### config.mk
export PLATFORM = sky130hd
export DESIGN_NAME = evt_irq_unit
export DESIGN_NICKNAME = d
export VERILOG_FILES = /design/src/rtl/evt_irq_pkg.sv /design/src/rtl/evt_irq_dp.sv /design/src/rtl/evt_irq_ctrl.sv /design/src/rtl/evt_irq_unit.sv
export SDC_FILE = /design/constraint.sdc
export NUM_CORES = 1
export LEC_CHECK = 0
export CORE_MARGIN = 2
export CORE_UTILIZATION = 43
export CTS_CLUSTER_DIAMETER = 100
export CTS_CLUSTER_SIZE = 25
export DETAILED_ROUTE_END_ITERATION = 10
export GPL_ROUTABILITY_DRIVEN = 1
export PLACE_DENSITY = 0.85
export SYNTH_ARGS = -nofsm -noshare
export SYNTH_HDL_FRONTEND = slang
export SYNTH_SLANG_ARGS = --single-unit
### constraint.sdc
create_clock -name clk -period 2.51 [get_ports clk]
set_clock_uncertainty 0.05 [all_clocks]
set_input_delay 0.6275 -clock clk [delete_from_list [all_inputs] [get_ports clk]]
set_output_delay 0.6275 -clock clk [all_outputs]
set_load 0.02 [all_outputs]
### src/rtl/evt_irq_pkg.sv
package evt_irq_pkg;
  localparam int GLB_EVTS = 9;

  typedef struct packed {
    logic softRst;
    logic ackRd;
    logic enWr;
  } dpStrobe_t;

  typedef enum logic [3:0] {
    A_ID     = 4'h0,
    A_ACK    = 4'h1,
    A_PEEK   = 4'h2,
    A_ENABLE = 4'h3,
    A_MASTER = 4'h4
  } regAddr_e;
endpackage

### src/rtl/evt_irq_dp.sv
module evt_irq_dp
  import evt_irq_pkg::*;
#(
  parameter int N_EVT  = 17,
  parameter int DATA_W = 32
) (
  input  logic              clk,
  input  logic              rstN,
  input  dpStrobe_t         strb,
  input  logic [N_EVT-1:0]  evtIn,
  input  logic [DATA_W-1:0] wdata,
  input  logic              holdActive,
  output logic [N_EVT-1:0]  statusQ,
  output logic [N_EVT-1:0]  enableQ,
  output logic              irqOut
);

  for (genvar i = 0; i < N_EVT; i++) begin : g_bit
    always_ff @(posedge clk or negedge rstN) begin
      if (!rstN) begin
        statusQ[i] <= 1'b0;
        enableQ[i] <= 1'b0;
      end else if (strb.softRst) begin
        statusQ[i] <= 1'b0;
        enableQ[i] <= 1'b0;
      end else begin
        statusQ[i] <= evtIn[i] | (statusQ[i] & ~strb.ackRd);
        if (strb.enWr) enableQ[i] <= wdata[i];
      end
    end
  end

  logic anyPend;
  assign anyPend = |(statusQ & enableQ);
  assign irqOut  = anyPend & ~holdActive;

  // bits returned by an acknowledge are gone unless re-set by an event
  a_r1_ack_clears: assert property (@(posedge clk) disable iff (!rstN)
    strb.ackRd |=> (statusQ & $past(statusQ & ~evtIn)) == '0);

  // an event is never lost, even against a clearing read
  a_r6_evt_not_lost: assert property (@(posedge clk) disable iff (!rstN)
    ((|evtIn) && !strb.softRst) |=> ((statusQ & $past(evtIn)) == $past(evtIn)));

  // unit reset empties status and enable
  a_r7_soft_reset: assert property (@(posedge clk) disable iff (!rstN)
    strb.softRst |=> (statusQ == '0 && enableQ == '0));

endmodule

### src/rtl/evt_irq_ctrl.sv
module evt_irq_ctrl
  import evt_irq_pkg::*;
#(
  parameter int          N_EVT        = 17,
  parameter int          DATA_W       = 32,
  parameter int          ADDR_W       = 4,
  parameter int          TICKS_PER_US = 200,
  parameter logic [31:0] ID_VALUE     = 32'h4000_0001
) (
  input  logic              clk,
  input  logic              rstN,
  input  logic [ADDR_W-1:0] busAddr,
  input  logic              busWr,
  input  logic              busRd,
  input  logic [DATA_W-1:0] busWdata,
  input  logic [N_EVT-1:0]  statusQ,
  input  logic [N_EVT-1:0]  enableQ,
  output dpStrobe_t         strb,
  output logic              holdActive,
  output logic [DATA_W-1:0] busRdata,
  output logic              rxEnable,
  output logic              txEnable,
  output logic              dmaEnable,
  output logic              txLockMode,
  output logic [2:0]        irqSelect
);

  localparam int SHORT_TICKS = 500 * TICKS_PER_US;
  localparam int LONG_TICKS  = 1000 * TICKS_PER_US;
  localparam int CNT_W       = $clog2(LONG_TICKS + 1);
  localparam logic [CNT_W-1:0] SHORT_LD = CNT_W'(SHORT_TICKS);
  localparam logic [CNT_W-1:0] LONG_LD  = CNT_W'(LONG_TICKS);

  logic wrId, wrMaster;
  assign wrId     = busWr && (busAddr == ADDR_W'(A_ID));
  assign wrMaster = busWr && (busAddr == ADDR_W'(A_MASTER));

  assign strb.softRst = wrId;
  assign strb.ackRd   = busRd && (busAddr == ADDR_W'(A_ACK));
  assign strb.enWr    = busWr && (busAddr == ADDR_W'(A_ENABLE));

  logic [6:0]       ctlBits;
  logic [1:0]       holdFlags;
  logic [CNT_W-1:0] holdCnt;

  always_ff @(posedge clk or negedge rstN) begin
    if (!rstN) begin
      ctlBits   <= '0;
      holdFlags <= '0;
      holdCnt   <= '0;
    end else if (wrId) begin
      ctlBits   <= '0;
      holdFlags <= '0;
      holdCnt   <= '0;
    end else begin
      if (wrMaster) ctlBits <= busWdata[8:2];
      if (wrMaster && busWdata[1]) begin
        holdCnt   <= LONG_LD;
        holdFlags <= busWdata[1:0];
      end else if (wrMaster && busWdata[0]) begin
        holdCnt   <= SHORT_LD;
        holdFlags <= 2'b01;
      end else if (holdCnt != '0) begin
        holdCnt <= holdCnt - 1'b1;
        if (holdCnt == CNT_W'(1)) holdFlags <= '0;
      end
    end
  end

  assign holdActive = (holdCnt != '0);
  assign rxEnable   = ctlBits[0];
  assign txEnable   = ctlBits[1];
  assign dmaEnable  = ctlBits[2];
  assign txLockMode = ctlBits[3];
  assign irqSelect  = ctlBits[6:4];

  always_comb begin
    busRdata = '0;
    if (busRd) begin
      case (busAddr)
        ADDR_W'(A_ID):     busRdata = DATA_W'(ID_VALUE);
        ADDR_W'(A_ACK),
        ADDR_W'(A_PEEK):   busRdata = DATA_W'(statusQ);
        ADDR_W'(A_ENABLE): busRdata = DATA_W'(enableQ);
        ADDR_W'(A_MASTER): busRdata = DATA_W'({ctlBits, holdFlags});
        default:           busRdata = '0;
      endcase
    end
  end

  // a holdoff bit reads 1 only while its window counter runs
  a_r9_flags_track_window: assert property (@(posedge clk) disable iff (!rstN)
    (holdFlags != '0) |-> (holdCnt != '0));

  // the window counter never exceeds the long window
  a_r8_cnt_bound: assert property (@(posedge clk) disable iff (!rstN)
    holdCnt <= LONG_LD);

  // a running window only counts down unless reloaded by a hold write
  a_r8_count_down: assert property (@(posedge clk) disable iff (!rstN)
    ((holdCnt != '0) && !wrId && !(wrMaster && (busWdata[1:0] != 2'b00)))
      |=> (holdCnt == $past(holdCnt) - 1'b1));

endmodule

### src/rtl/evt_irq_unit.sv
module evt_irq_unit
  import evt_irq_pkg::*;
#(
  parameter int          N_TXCH       = 8,
  parameter int          DATA_W       = 32,
  parameter int          ADDR_W       = 4,
  parameter int          TICKS_PER_US = 200,
  parameter logic [31:0] ID_VALUE     = 32'h4000_0001,
  localparam int         N_EVT        = GLB_EVTS + N_TXCH
) (
  input  logic              clk,
  input  logic              rstN,
  input  logic [N_EVT-1:0]  evtIn,
  input  logic [ADDR_W-1:0] busAddr,
  input  logic              busWr,
  input  logic              busRd,
  input  logic [DATA_W-1:0] busWdata,
  output logic [DATA_W-1:0] busRdata,
  output logic              irqOut,
  output logic              rxEnable,
  output logic              txEnable,
  output logic              dmaEnable,
  output logic              txLockMode,
  output logic [2:0]        irqSelect
);

  dpStrobe_t        strb;
  logic             holdActive;
  logic [N_EVT-1:0] statusQ;
  logic [N_EVT-1:0] enableQ;

  evt_irq_ctrl #(
    .N_EVT(N_EVT), .DATA_W(DATA_W), .ADDR_W(ADDR_W),
    .TICKS_PER_US(TICKS_PER_US), .ID_VALUE(ID_VALUE)
  ) u_ctrl (
    .clk(clk), .rstN(rstN), .busAddr(busAddr), .busWr(busWr), .busRd(busRd),
    .busWdata(busWdata), .statusQ(statusQ), .enableQ(enableQ), .strb(strb),
    .holdActive(holdActive), .busRdata(busRdata), .rxEnable(rxEnable),
    .txEnable(txEnable), .dmaEnable(dmaEnable), .txLockMode(txLockMode),
    .irqSelect(irqSelect)
  );

  evt_irq_dp #(.N_EVT(N_EVT), .DATA_W(DATA_W)) u_dp (
    .clk(clk), .rstN(rstN), .strb(strb), .evtIn(evtIn), .wdata(busWdata),
    .holdActive(holdActive), .statusQ(statusQ), .enableQ(enableQ),
    .irqOut(irqOut)
  );

endmodule

==> results of run 1 <==
==> what timing repair did <==
item | CTS | global route
buffers inserted | 7 | 4
gates cloned | 1 | 1
pin swaps | 11 | 5
setup endpoints to repair | 19 | 17
resized for setup | 110 | 16
hold buffers | 0 | 0
==> per-stage QoR <==
step | cell area, sq um | setup slack [ps]
2_1_floorplan | 3280 | -37.5
3_3_place_gp | 4350 | -838
5_1_grt | 4680 | -272
3_5_place_dp | 4350 | -884
6_report | 4680 | -218
4_1_cts | 4610 | -203
==> cells by family after synthesis <==
family | count (synthesis) | share of synthesized area
buf+inv | 37 | 0.0672
compound gates | 86 | 0.179
flops | 61 | 0.477
xor+xnor | 10 | 0.0274
other cells | 1 | 0.00117
fa+ha+maj | 2 | 0.00782
simple gates | 135 | 0.203
mux | 12 | 0.0375
==> cell usage in the layout (no fill, tap or decap), types with 4 or more instances in the layout <==
cell	count
a222oi_1	9
buf_6	8
nand2_1	29
a21oi_1	27
mux2i_1	12
xor2_1	6
o21ai_0	16
nor4_1	4
conb_1	14
buf_12	4
nor3_1	9
buf_4	62
dfrtp_1	61
clkbuf_8	9
nor2_2	8
a22o_1	5
nor2_1	52
buf_2	17
a22oi_1	11
clkdlybuf4s50_1	43
==> sequential cells by signal, indices dropped and copies added (netlist names) <==
signal / count
u_ctrl.holdFlags: 2
u_ctrl.ctlBits: 7
u_ctrl.holdCnt: 18
u_dp.enableQ: 17
u_dp.statusQ: 17
==> critical path, stage by stage, from the launching register on <==
cell and delay, ps:
dfrtp_1 400, inv_2 80, ha_4 130, or3b_4 370, nand2b_4 150, or2_4 250, a31oi_4 170, buf_6 140
==> final timing paths <==
path	from	to	slack (ps)	depth (start not counted)
worst min-delay path	rstN	u_ctrl.holdCnt[6]	230	2
worst max-delay path	u_ctrl.holdCnt[0]	irqOut	-220	7
min in group clk	u_dp.enableQ[4]	u_dp.enableQ[4]	480	2
worst min register to register	u_dp.enableQ[4]	u_dp.enableQ[4]	480	2
worst max register to register	u_ctrl.holdCnt[0]	u_ctrl.holdCnt[17]	230	8
max in group asynchronous	rstN	u_dp.statusQ[2]	1910	2
==> area by class of cell <==
| class | count | area share |
|---|---|---|
| multi-input combinational | 260 | 0.344 |
| sequential | 61 | 0.326 |
| timing repair buffer | 135 | 0.248 |
| clock buffer | 9 | 0.0265 |
| tap | 99 | 0.0265 |
| clock inverter | 7 | 0.0259 |
| inverter | 4 | 0.00321 |
==> power breakdown <==
group	switching (W)	internal (W)	total [W]
registers	0.000182	0.00121	0.00139
logic	0.000661	0.000735	0.00140
clock network	0.000429	0.000662	0.00109
==> routing by layer <==
layer	wire [um]	share of wire	global-route usage
met2	5280	0.51	0.449
met5	0	0	0
met3	905	0.087	0.0518
met1	3820	0.37	0.278
met4	403	0.039	0.141
==> impl_metrics.ini, run 1 <==
[logic_synthesis]
yosysTopAreaCell = dfrtp_1
synthArstFlopShare = 1.00
synth.area.top_cells = dfrtp_1 (48%), nor2_1 (6.9%), a21oi_1 (4.2%)
avgSynthCellArea_sq_um = 9.30
synth.ff_latch_count = 61
synth_seq_area_share = 0.477
synth_top_area_share = 0.477
ys_warn_count = 0
synth.cells.most_frequent = dfrtp_1 (61), nor2_1 (59), nand2_1 (29)
yosysMostFrequentCell = dfrtp_1
ys_types = 48
synth_edf_count = 0
syn_area_sq_mm = 0.00320
synthCells = 344
dominantRegCellSynth = dfrtp_1

[run]
drv_cap = 0

[routing]
dr.pass1.iters = 5
drt_iter0_drc = 248
drtAntennaViolNets = 0
dr_total_vias = 3320
drcViolationCount = 0
wirelength_mm = 10.4
wl_per_cell_um = 18.1
via_per_inst = 5.77

[clock_network]
cts_max_level = 3
cts-root-buf = clkbuf_8
clock_latency_ps = 350
cts_sinks = 61
path_clk_slew_ps = 70
cts_tree = done
cts_max_path_buffers = 2
cts_buffers = 9

[critical_path]
critPathArrivalTime_ps = 2050
crit_path_end_kind = primary output
path_class = register to primary output
cp_data_required_time_ps = 1830
start_kind = register
crit_fanout = 2

[floorplan]
core_sq_mm = 0.00721
initial_core_util = 0.444
num_io_pins = 97
die_area_sq_mm = 0.00815
die_w_um = 90.3
die_height_um = 90.3
row_count = 31

[power]
finalPower_w = 0.00388
p_leak_nw = 2.13
peakVddDrop_uv = 526
power_per_cell_area_mw_per_mm2 = 829

[sta]
final_hold_viol_count = 0
setup_tns_ps = -218
fmax_mhz = 367
setup_viol = 1
post-route-min-period_ps = 2730
drv_slew = 0
hold_slack_ps = 228
rsz0062_at_grt = true
setup_ws_ps = -218
timing.final.crit_share = 1.09

[layout]
utilization = 0.649
layout.nets = 530
antennaDiodeCount = 0
drive_above_1_share = 0.282
synthToLayoutAreaGrowth_pct = 46.2
seq_area_sq_mm = 0.00153
finalNonFillerCells = 575
multi_input_area_sq_mm = 0.00161
fill_cells = 552

[global_routing]
grt_pass1_wl_mm = 16.1
grt_overflow = 0
grt_antenna_before_repair = 0
grt_max_degree = 62
grt_util_all_layers = 0.251
grt_pass1_vias = 3427

[place]
hpwl_mm = 6.85
post-place-cells = 547
io_buffer_count = 67
gp_congestion = 0.872

[min_path]
hp-class = input pin to asynchronous set/reset pin

[outcome]
violations = negative setup slack
status = finished with violations
Note: power is estimated with default switching activity, not from simulation.
==> run 2: changes to the inputs <==
--- a/config.mk
+++ b/config.mk
@@ -12,6 +12,7 @@
 export DETAILED_ROUTE_END_ITERATION = 10
 export GPL_ROUTABILITY_DRIVEN = 1
 export PLACE_DENSITY = 0.85
+export SLEW_MARGIN = 25
 export SYNTH_ARGS = -nofsm -noshare
 export SYNTH_HDL_FRONTEND = slang
 export SYNTH_SLANG_ARGS = --single-unit
==> results of run 2 <==
No change in the layout: final DEF, timing and power equal those of run 1.
==> run 3: changes to the inputs <==
==> constraint.sdc (replaced) <==
create_clock -name clk -period 2.51 [get_ports clk]
set_clock_uncertainty 0.05 [all_clocks]
set_input_delay 0.6275 -clock clk [delete_from_list [all_inputs] [get_ports clk]]
set_output_delay 0.6275 -clock clk [all_outputs]
set_load 0.005 [all_outputs]
==> impl_metrics.ini, run 3 (same netlist as run 1, synthesis figures left out) <==
[place]
post-place-cells = 539
place_area_sq_mm = 0.00425
hpwl_mm = 6.82
gp_congestion = 0.901
io_buffer_count = 67

[clock_network]
cts_max_level = 3
ctsHoldBuffers = 0
path_clk_slew_ps = 70
cts_sinks = 61
clock_latency_ps = 340
cts_tree = done
cts-root-buf = clkbuf_8
cts_buffers = 9
cts_max_path_buffers = 2

[run]
drv_cap = 0

[layout]
regMostFlops = u_ctrl.holdCnt
largest_registers = u_ctrl.holdCnt (18), u_dp.enableQ (17), u_dp.statusQ (17)
antennaDiodeCount = 0
drive_above_1_share = 0.289
layout.nets = 535
final_area_sq_mm = 0.00475
fill_cells = 558
largest_register_ffs = 18
synthToLayoutAreaGrowth_pct = 48.3
layout_common_cells = dfrtp_1 (61), buf_4 (57), nor2_1 (53), clkdlybuf4s50_1 (42), nand2_1 (29)
layout_commonest_cell = dfrtp_1
finalNonFillerCells = 580
utilization = 0.658

[global_routing]
grt_pass1_wl_mm = 16.4
grt_antenna_before_repair = 0
grt_overflow = 0
grt_util_all_layers = 0.253
grt_pass1_vias = 3379
grt_max_degree = 62

[critical_path]
critPathArrivalTime_ps = 2030
cp_data_required_time_ps = 1830
path_class = register to primary output
cpLargestDelayFamily = simple AND/OR/NAND/NOR gates
critPathSlowestCell = dfrtp_1
crit_fanout = 2
start_kind = register
crit_path_end_kind = primary output
cp_num_buf_inv = 2
slowest_delay_ps = 390
cp_cell_sequence = inv_1 > ha_2 > or3b_4 > nand2b_4 > or2_4 > a31oi_4 > buf_2

[power]
intPower_w = 0.00222
seqPwrFrac = 0.418
power_per_cell_area_mw_per_mm2 = 711
peakVddDrop_uv = 346
switchingPower_w = 0.00116
p_leak_nw = 2.15
finalPower_w = 0.00338
clkPwrFrac = 0.219
power_frac_comb = 0.363
switching_share = 0.343

[floorplan]
core_sq_mm = 0.00721
num_io_pins = 97
die_height_um = 90.3
die_area_sq_mm = 0.00815
initial_core_util = 0.444
die_w_um = 90.3
row_count = 31

[outcome]
status = finished with violations
violations = negative setup slack

[routing]
drcViolationCount = 0
wl_per_cell_um = 18.7
dr_total_vias = 3432
wirelength_mm = 10.9
wl_met1_mm = 4.00
wl_met3_um = 875
drtAntennaViolNets = 0
dr.max_layer_used = met4
dr.pass1.iters = 5
via_per_inst = 5.92
route.met2.wl_mm = 5.33
drt_iter0_drc = 310

[sta]
timing.final.crit_share = 1.08
rsz0062_at_grt = true
post-route-min-period_ps = 2700
final_hold_viol_count = 0
setup_viol = 5
relSlewSlack = 0.569
tightest_slew_ps = 647
fmax_mhz = 370
drv_slew = 0
setup_ws_ps = -193

[min_path]
hp-class = input pin to asynchronous set/reset pin
[run 3: changes by cell type in the layout (fill, tap and decap cells not counted), sizes merged, moves of 2 or more]
cell           change
clkinv             +4
clkbuf             +7
clkdlybuf4s15      +2
clkinvlp           -2
bufinv             -3
[run 3: through the flow]
stage	setup TNS, ps	setup WS (ps)	hold WS, ps
floorplan	0	14.7	282
global placement	-12680	-728	437
detailed placement	-13390	-805	452
CTS	-462	-193	248
global route	-844	-265	233
finish	-281	-193	225
[run 3: area by class of cell]
| class | instances | area (sq um) | area share |
|---|---|---|---|
| Clock inverter | 5 | 27.5 | 0.00580 |
| Clock buffer | 11 | 131 | 0.0277 |
| Timing Repair Buffer | 141 | 1270 | 0.267 |
| Sequential cell | 61 | 1530 | 0.322 |
| Multi-Input combinational cell | 259 | 1650 | 0.348 |
| Inverter | 4 | 15.0 | 0.00316 |
| Tap cell | 99 | 124 | 0.0261 |
[run 3: what timing repair did]
item | 4_1_cts | 5_1_grt
setup buffers | 16 | 10
resized for setup | 105 | 34
setup endpoints to repair | 19 | 18
endpoints found under the hold margin | 0 | 0
pin swaps | 22 | 15
cloned | 2 | 0
[run 3: routing by layer]
layer  vias up  track usage
li1       1470            -
met1      1665        0.299
met2       226        0.424
met3        71       0.0618
met4         0        0.136
met5         -            0
[run 3: final timing paths]
check                                  start            endpoint  slack [ps]  depth (start not counted)
hold reg to reg              u_dp.enableQ[4]     u_dp.enableQ[4]         470                          2
setup reg to reg           u_ctrl.holdCnt[0]  u_ctrl.holdCnt[16]         350                          8
setup / recovery           u_ctrl.holdCnt[0]              irqOut        -190                          7
max in group asynchronous               rstN     u_dp.statusQ[2]        1900                          2
min in group clk             u_dp.enableQ[4]     u_dp.enableQ[4]         470                          2
hold / removal                          rstN  u_ctrl.holdCnt[10]         220                          2
[run 3: power groups by stage]
stage | clock network, W | registers [W] | logic [W]
floorplan | 0 | 0.00140 | 0.000593
global route | 0.000785 | 0.00143 | 0.00135
global placement | 0 | 0.00139 | 0.00106
detailed placement | 0 | 0.00141 | 0.00111
finish | 0.000739 | 0.00141 | 0.00123
CTS | 0.000745 | 0.00139 | 0.00118
